===== config.mk =====
export PLATFORM = sky130hd
export DESIGN_NAME = cc_alu8
export DESIGN_NICKNAME = d
export VERILOG_FILES = /design/src/rtl/cc_alu8_pkg.sv /design/src/rtl/cc_alu8_addsub.sv /design/src/rtl/cc_alu8_bitops.sv /design/src/rtl/cc_alu8_ccreg.sv /design/src/rtl/cc_alu8.sv
export SDC_FILE = /design/constraint.sdc
export NUM_CORES = 1
export LEC_CHECK = 0
export ABC_AREA = 1
export BUFFER_PORTS_ARGS = -buffer_cell sky130_fd_sc_hd__buf_2
export CAP_MARGIN = 20
export CORE_UTILIZATION = 30
export CTS_BUF_LIST = sky130_fd_sc_hd__clkbuf_2
export CTS_CLUSTER_SIZE = 30
export DETAILED_ROUTE_END_ITERATION = 12
export PLACE_DENSITY = 0.52
export SYNTH_ARGS = -nofsm -noshare
export SYNTH_HDL_FRONTEND = slang
export SYNTH_SLANG_ARGS = --single-unit

===== constraint.sdc =====
create_clock -name clk -period 5.7 [get_ports clk]
set_input_delay 0.57 -clock clk [delete_from_list [all_inputs] [get_ports clk]]
set_output_delay 0.57 -clock clk [all_outputs]
set_load 0.02 [all_outputs]

===== src/rtl/cc_alu8_pkg.sv =====
`timescale 1ns/1ps
// Shared operation codes and flag bit positions for the byte ALU.
package cc_alu8_pkg;
    typedef enum logic [3:0] {
        OP_ADD = 4'd0,  OP_ADC = 4'd1,  OP_SUB = 4'd2,  OP_CMP = 4'd3,
        OP_AND = 4'd4,  OP_OR  = 4'd5,  OP_XOR = 4'd6,  OP_BIT = 4'd7,
        OP_COM = 4'd8,  OP_INC = 4'd9,  OP_DEC = 4'd10, OP_LSR = 4'd11,
        OP_ASL = 4'd12, OP_ASR = 4'd13, OP_ROL = 4'd14, OP_ROR = 4'd15
    } alu_op_e;

    localparam int CC_C = 0;
    localparam int CC_V = 1;
    localparam int CC_Z = 2;
    localparam int CC_N = 3;
    localparam int CC_I = 4;
    localparam int CC_H = 5;
    localparam logic [7:0] CC_RESET = 8'hD0;
endpackage


===== src/rtl/cc_alu8_addsub.sv =====
`timescale 1ns/1ps
// Adder path: add, add-with-carry, subtract, compare, increment, decrement.
// Assumes W is even; subtraction is done as a + ~b + 1, so carry is inverted into a borrow.
module cc_alu8_addsub
    import cc_alu8_pkg::*;
#(
    parameter int W = 8
) (
    input  logic [W-1:0] a,
    input  logic [W-1:0] b,
    input  alu_op_e      op,
    input  logic         cin,
    output logic [W-1:0] res,
    output logic         c_out,
    output logic         v_out,
    output logic         h_out
);
    localparam int HW = W / 2;

    logic [W-1:0] b_eff;
    logic         c_in0;
    logic         is_sub;
    logic [W:0]   full_sum;
    logic [HW:0]  half_sum;

    // Pick the second addend and the injected carry for each operation.
    always_comb begin
        is_sub = 1'b0;
        b_eff  = b;
        c_in0  = 1'b0;
        unique case (op)
            OP_ADC:         c_in0 = cin;
            OP_SUB, OP_CMP: begin b_eff = ~b; c_in0 = 1'b1; is_sub = 1'b1; end
            OP_INC:         b_eff = W'(1);
            OP_DEC:         b_eff = {W{1'b1}};
            default:        ;
        endcase
    end

    assign full_sum = {1'b0, a} + {1'b0, b_eff} + {{W{1'b0}}, c_in0};
    assign half_sum = {1'b0, a[HW-1:0]} + {1'b0, b_eff[HW-1:0]} + {{HW{1'b0}}, c_in0};

    // Derive result and arithmetic flags from the sums.
    always_comb begin
        res   = full_sum[W-1:0];
        c_out = is_sub ? ~full_sum[W] : full_sum[W];
        h_out = half_sum[HW];
        v_out = (a[W-1] == b_eff[W-1]) && (full_sum[W-1] != a[W-1]);
    end
endmodule


===== src/rtl/cc_alu8_bitops.sv =====
`timescale 1ns/1ps
// Logic, complement, shift and rotate path. Unary operations use a only.
// Assumes W >= 2; c_out is only meaningful for complement, shifts and rotates.
module cc_alu8_bitops
    import cc_alu8_pkg::*;
#(
    parameter int W = 8
) (
    input  logic [W-1:0] a,
    input  logic [W-1:0] b,
    input  alu_op_e      op,
    input  logic         cin,
    output logic [W-1:0] res,
    output logic         c_out
);
    // Bitwise and single-position move results with the bit shifted out.
    always_comb begin
        res   = a;
        c_out = cin;
        unique case (op)
            OP_AND, OP_BIT: res = a & b;
            OP_OR:          res = a | b;
            OP_XOR:         res = a ^ b;
            OP_COM:         begin res = ~a;                      c_out = 1'b1;     end
            OP_LSR:         begin res = {1'b0, a[W-1:1]};        c_out = a[0];     end
            OP_ASL:         begin res = {a[W-2:0], 1'b0};        c_out = a[W-1];   end
            OP_ASR:         begin res = {a[W-1], a[W-1:1]};      c_out = a[0];     end
            OP_ROL:         begin res = {a[W-2:0], cin};         c_out = a[W-1];   end
            OP_ROR:         begin res = {cin, a[W-1:1]};         c_out = a[0];     end
            default:        ;
        endcase
    end
endmodule


===== src/rtl/cc_alu8_ccreg.sv =====
`timescale 1ns/1ps
// Condition-code register: commits candidate flags when enabled, handles the mask bit.
// Assumes cand carries the operation's full flag set; bits 7:6 are forced to 1.
module cc_alu8_ccreg
    import cc_alu8_pkg::*;
(
    input  logic       clk,
    input  logic       rst_n,
    input  logic       upd_en,
    input  logic       imask_set,
    input  logic       imask_clr,
    input  logic [7:0] cand,
    output logic [7:0] ccr_d,
    output logic [7:0] ccr_q
);
    logic mask_d;

    // Mask bit: set has priority over clear, otherwise hold.
    always_comb begin
        if (imask_set)      mask_d = 1'b1;
        else if (imask_clr) mask_d = 1'b0;
        else                mask_d = ccr_q[CC_I];
    end

    // Assemble the next register value.
    always_comb begin
        ccr_d        = upd_en ? cand : ccr_q;
        ccr_d[7:6]   = 2'b11;
        ccr_d[CC_I]  = mask_d;
    end

    // Flag storage with synchronous active-low reset.
    always_ff @(posedge clk) begin
        if (!rst_n) ccr_q <= CC_RESET;
        else        ccr_q <= ccr_d;
    end

    AST_IDLE_HOLD: assert property (@(posedge clk) disable iff (!rst_n)
        (!upd_en && !imask_set && !imask_clr) |=> (ccr_q == $past(ccr_q)));
    AST_MASK_SET: assert property (@(posedge clk) disable iff (!rst_n)
        imask_set |=> ccr_q[CC_I]);
    AST_MASK_CLR: assert property (@(posedge clk) disable iff (!rst_n)
        (imask_clr && !imask_set) |=> !ccr_q[CC_I]);
endmodule


===== src/rtl/cc_alu8.sv =====
`timescale 1ns/1ps
// Byte ALU top: selects between adder and bit-operation paths, applies each
// operation's flag rules, and keeps the condition-code register.
// Assumes the carry for add-with-carry and rotates is the held C bit.
module cc_alu8
    import cc_alu8_pkg::*;
(
    input  logic       clk,
    input  logic       rst_n,
    input  logic [7:0] op_a,
    input  logic [7:0] op_b,
    input  logic [3:0] op_sel,
    input  logic       upd_en,
    input  logic       imask_set,
    input  logic       imask_clr,
    output logic [7:0] result,
    output logic       wr_en,
    output logic [7:0] ccr_next,
    output logic [7:0] ccr_q
);
    localparam int W = 8;

    alu_op_e      op;
    logic [W-1:0] as_res, bo_res;
    logic         as_c, as_v, as_h, bo_c;
    logic         use_adder;
    logic         f_c, f_v, f_h, f_n, f_z;
    logic [7:0]   cand;

    assign op = alu_op_e'(op_sel);

    cc_alu8_addsub #(.W(W)) u_addsub (
        .a(op_a), .b(op_b), .op(op), .cin(ccr_q[CC_C]),
        .res(as_res), .c_out(as_c), .v_out(as_v), .h_out(as_h)
    );

    cc_alu8_bitops #(.W(W)) u_bitops (
        .a(op_a), .b(op_b), .op(op), .cin(ccr_q[CC_C]),
        .res(bo_res), .c_out(bo_c)
    );

    // Choose the datapath that owns the operation.
    always_comb begin
        unique case (op)
            OP_ADD, OP_ADC, OP_SUB, OP_CMP, OP_INC, OP_DEC: use_adder = 1'b1;
            default:                                          use_adder = 1'b0;
        endcase
    end

    assign result = use_adder ? as_res : bo_res;
    assign wr_en  = !(op == OP_CMP || op == OP_BIT);
    assign f_z    = (result == '0);
    assign f_n    = result[W-1];

    // Per-operation flag rules; untouched flags copy the held value.
    always_comb begin
        f_c = ccr_q[CC_C];
        f_v = ccr_q[CC_V];
        f_h = ccr_q[CC_H];
        unique case (op)
            OP_ADD, OP_ADC:                 begin f_c = as_c; f_v = as_v; f_h = as_h; end
            OP_SUB, OP_CMP:                 begin f_c = as_c; f_v = as_v; end
            OP_INC, OP_DEC:                 f_v = as_v;
            OP_AND, OP_OR, OP_XOR, OP_BIT:  f_v = 1'b0;
            OP_COM:                         begin f_c = bo_c; f_v = 1'b0; end
            default:                        begin f_c = bo_c; f_v = f_n ^ bo_c; end
        endcase
    end

    assign cand = {2'b11, f_h, ccr_q[CC_I], f_n, f_z, f_v, f_c};

    cc_alu8_ccreg u_ccreg (
        .clk(clk), .rst_n(rst_n), .upd_en(upd_en),
        .imask_set(imask_set), .imask_clr(imask_clr),
        .cand(cand), .ccr_d(ccr_next), .ccr_q(ccr_q)
    );

    AST_CMP_EQUAL_ZERO: assert property (@(posedge clk) disable iff (!rst_n)
        (op == OP_CMP) |-> ((as_res == 8'h00) == (op_a == op_b)));
    AST_INCDEC_KEEP_C: assert property (@(posedge clk) disable iff (!rst_n)
        (upd_en && (op == OP_INC || op == OP_DEC)) |=> (ccr_q[CC_C] == $past(ccr_q[CC_C])));
    AST_LOGIC_CLEAR_V: assert property (@(posedge clk) disable iff (!rst_n)
        (upd_en && (op == OP_AND || op == OP_OR || op == OP_XOR || op == OP_BIT)) |=> !ccr_q[CC_V]);
    AST_COM_SET_C: assert property (@(posedge clk) disable iff (!rst_n)
        (upd_en && op == OP_COM) |=> ccr_q[CC_C]);
endmodule


==> results.md <==
* Hold EP: u_ccreg.ccr_q[4]
* Vias in the first global route at 2018
* DRT Wirelength at 5960 µm
* Layout area overhead at 15.7%
* Synth warn at 0
* Top cells by area, synth: nand2_1 (23%), ha_1 (15%), inv_1 (14%)
* Number of flip-flops in the largest register at 6
* Register area share after synthesis at 6.40%
* Site row count at 28
* Reg with most FFs: u_ccreg.ccr_q
* Pre-antenna DRT Iters at 4
* Beginning of the critical path: op_sel[3]
* F_max at 0.230 GHz
* Pin count of the biggest net entering global routing at 16
* Dpl cell area at 0.00216 mm²
* Post-DR wirelength/cell at 12.6 µm
* Wl on met1 at 2920 µm
* CP Capture Type: primary output
* Most frequent cells in the layout: nand2_1 (116), inv_1 (69), buf_2 (45)
* Placer Congestion at 0.908
* WL met2 at 2650 µm
* Initial Util at 31.3%
* Root buffer cell: clkbuf_2
* Layout cells sized above 1 at 17.9%
* H-Tree Depth at 1
* Final hold violation count at 0
* Lkg Pwr at 1.35 nW
* Leading area contributor after synthesis: nand2_1
* Die X at 81.1 µm
* Fin area at 0.00217 mm²
* Share of the synthesized area in the top cell type at 23.2%
* Final ANT Viol Nets at 0
* Simple-Gate Fraction of Synth Area at 45.6%
* CTS sink cnt at 6
* Status: finished clean
* Reg2Reg Depth at 14
* Port bufs at 45
* Hold Crit Depth at 2
* Placeable Area at 0.00599 mm²
* I/O pin count at 50
* Netlist cell types at 28
* Post-synthesis compound-gate area fraction at 11.3%
* Highest metal used: met4
* Post-Syn Area per Cell at 5.32 µm²
* Iter 0 DRT Violations at 150
* Longest Clk Path Bufs at 2
* Post-cts resize count at 0
* Gr usage total at 19.3%
* Antenna violations before repair at 0
* RSZ-0062 raised after global routing: false
* Final #Nets at 449
* Placed Cells at 469
* Critical path type: input port to primary output
* Hold/Removal Path Class: flop to flop
* First-pass GRT wire length at 9620 µm
* DR vias/cell at 4.70
* Met3 Wirelength at 293 µm
* Antenna Diode Count at 0
* CTS tree: yes
* Post-CTS setup buffers at 0
* Top flop regs: u_ccreg.ccr_q (6)
* Vias at 2219
* Arr. time, crit path at 3770 ps
* Final instance count without filler cells at 472
* Pwr/cell area at 135 mW/mm²
* Main combinational cell family by area after synthesis: simple AND/OR/NAND/NOR gates
* Clk_lat worst skew at 220 ps
* Most common cell after layout, fill and taps aside: nand2_1
* R2r endpoint: u_ccreg.ccr_q[2]
* CP startpoint kind: input port
* Worst EP required at 5130 ps
* Worst-path fanout max at 15
* R2r setup slk at 3150 ps
* Utilization after layout at 36.3%
* Clk_skew at 1.71 ps
* Peak VDD IR at 0.0790 mV
* Num CTS Buffers at 3
* Post-synthesis cell area at 0.00188 mm²
* Multiplexer share of the synthesized area at 0%
* Hold_buf cts at 0
* Reg-to-Reg Start: u_ccreg.ccr_q[0]
* Post-Synth Adder-Cell Area at 17.5%
* WHS at 478 ps
* Synth Area in XOR/XNOR at 0.933%
* Final setup vio count at 0
* DPL Wire Length at 4960 µm
* Crit share post-route at 76.2%
* Fin. max-slew vios at 0
* Syn Inst Count at 353
* Drt drc at 0
* Die height at 81.1 µm
* Final TNS setup at 0 ps
* Critical hold path startpoint: u_ccreg.ccr_q[4]
* Die area at 0.00658 mm²
* GR Overflow Total at 0
* Max_cap viols at 0
* Worst-path clk slew at 60 ps
* Flops & latches, synth at 6
* Tmin final at 4340 ps
## cell usage after synthesis
| cell | count |
|---|---|
| o21ai_1 | 6 |
| nor2_1 | 34 |
| or2_0 | 1 |
| fa_1 | 2 |
| nand3b_1 | 3 |
| inv_1 | 69 |
| xor2_1 | 1 |
| buf_2 | 1 |
| o21bai_1 | 1 |
| nor2_4 | 2 |
| o21ai_0 | 10 |
| a31oi_1 | 2 |
| nand3_1 | 24 |
| nand2_1 | 116 |
| nand2_2 | 6 |
| conb_1 | 1 |
| or2_2 | 1 |
| nor2_2 | 4 |
| o211ai_1 | 7 |
| nand2_4 | 2 |
| buf_4 | 6 |
| ha_1 | 23 |
| a21oi_1 | 9 |
| a211oi_1 | 2 |
| dfxtp_1 | 6 |
| nand4_1 | 5 |
| xnor2_1 | 1 |
| inv_2 | 8 |
## per-layer routing
layer / GRT usage [%] / up-vias
met5: 0 / -
met4: 4.82 / 0
met3: 2.36 / 6
met2: 30.8 / 54
met1: 27.3 / 995
li1: - / 1164
## worst max-delay path, stage by stage
cell,delay [ps]
buf_2,160
nor2_1,160
inv_1,70
nor2_1,210
inv_1,200
nand2_2,240
o21ai_0,150
fa_1,390
inv_1,150
fa_1,280
nand3_1,130
nand2_1,140
nand2_1,60
nand2_1,60
nor2_1,40
nor2_1,200
nand3_1,120
nor2_1,110
nand3_1,100
nand2_1,70
buf_2,150
## power by group
part           total (mW)  internal [mW]  switching [mW]
sequential         0.0465         0.0445         0.00201
combinational       0.216         0.0715           0.145
clock              0.0301         0.0143          0.0158
## worst max path at each step
| stage | to | depth (start not counted) |
|---|---|---|
| 2_1_floorplan | ccr_next[3] | 19 |
| 3_5_place_dp | ccr_next[2] | 21 |
| 5_1_grt | ccr_next[2] | 21 |
| 6_report | ccr_next[2] | 21 |
| 4_1_cts | ccr_next[2] | 21 |
| 3_3_place_gp | ccr_next[2] | 21 |
## through the flow
stage	setup slack, ps	power (mW)
detailed placement	1430	0.263
finish	1360	0.293
floorplan	2100	0.199
global route	1020	0.325
CTS	1410	0.294
global placement	1450	0.263
## cell type report
class,instances,area [µm²]
repair buffers,45,225
inverters,77,289
clock buffers,3,15.0
multi-input cells,266,1430
flip-flops and latches,6,120
well taps,75,93.8
fillers,694,3820
## kinds of logic after synthesis
group                      after synthesis
other                                    1
and+or+nand+nor                        198
xor gates and xnor gates                 2
AOI/OAI and AO/OA                       37
DFF                                      6
adders and majority gates               25
buffers and inverters                   84
(Power assumes the default switching activity.)
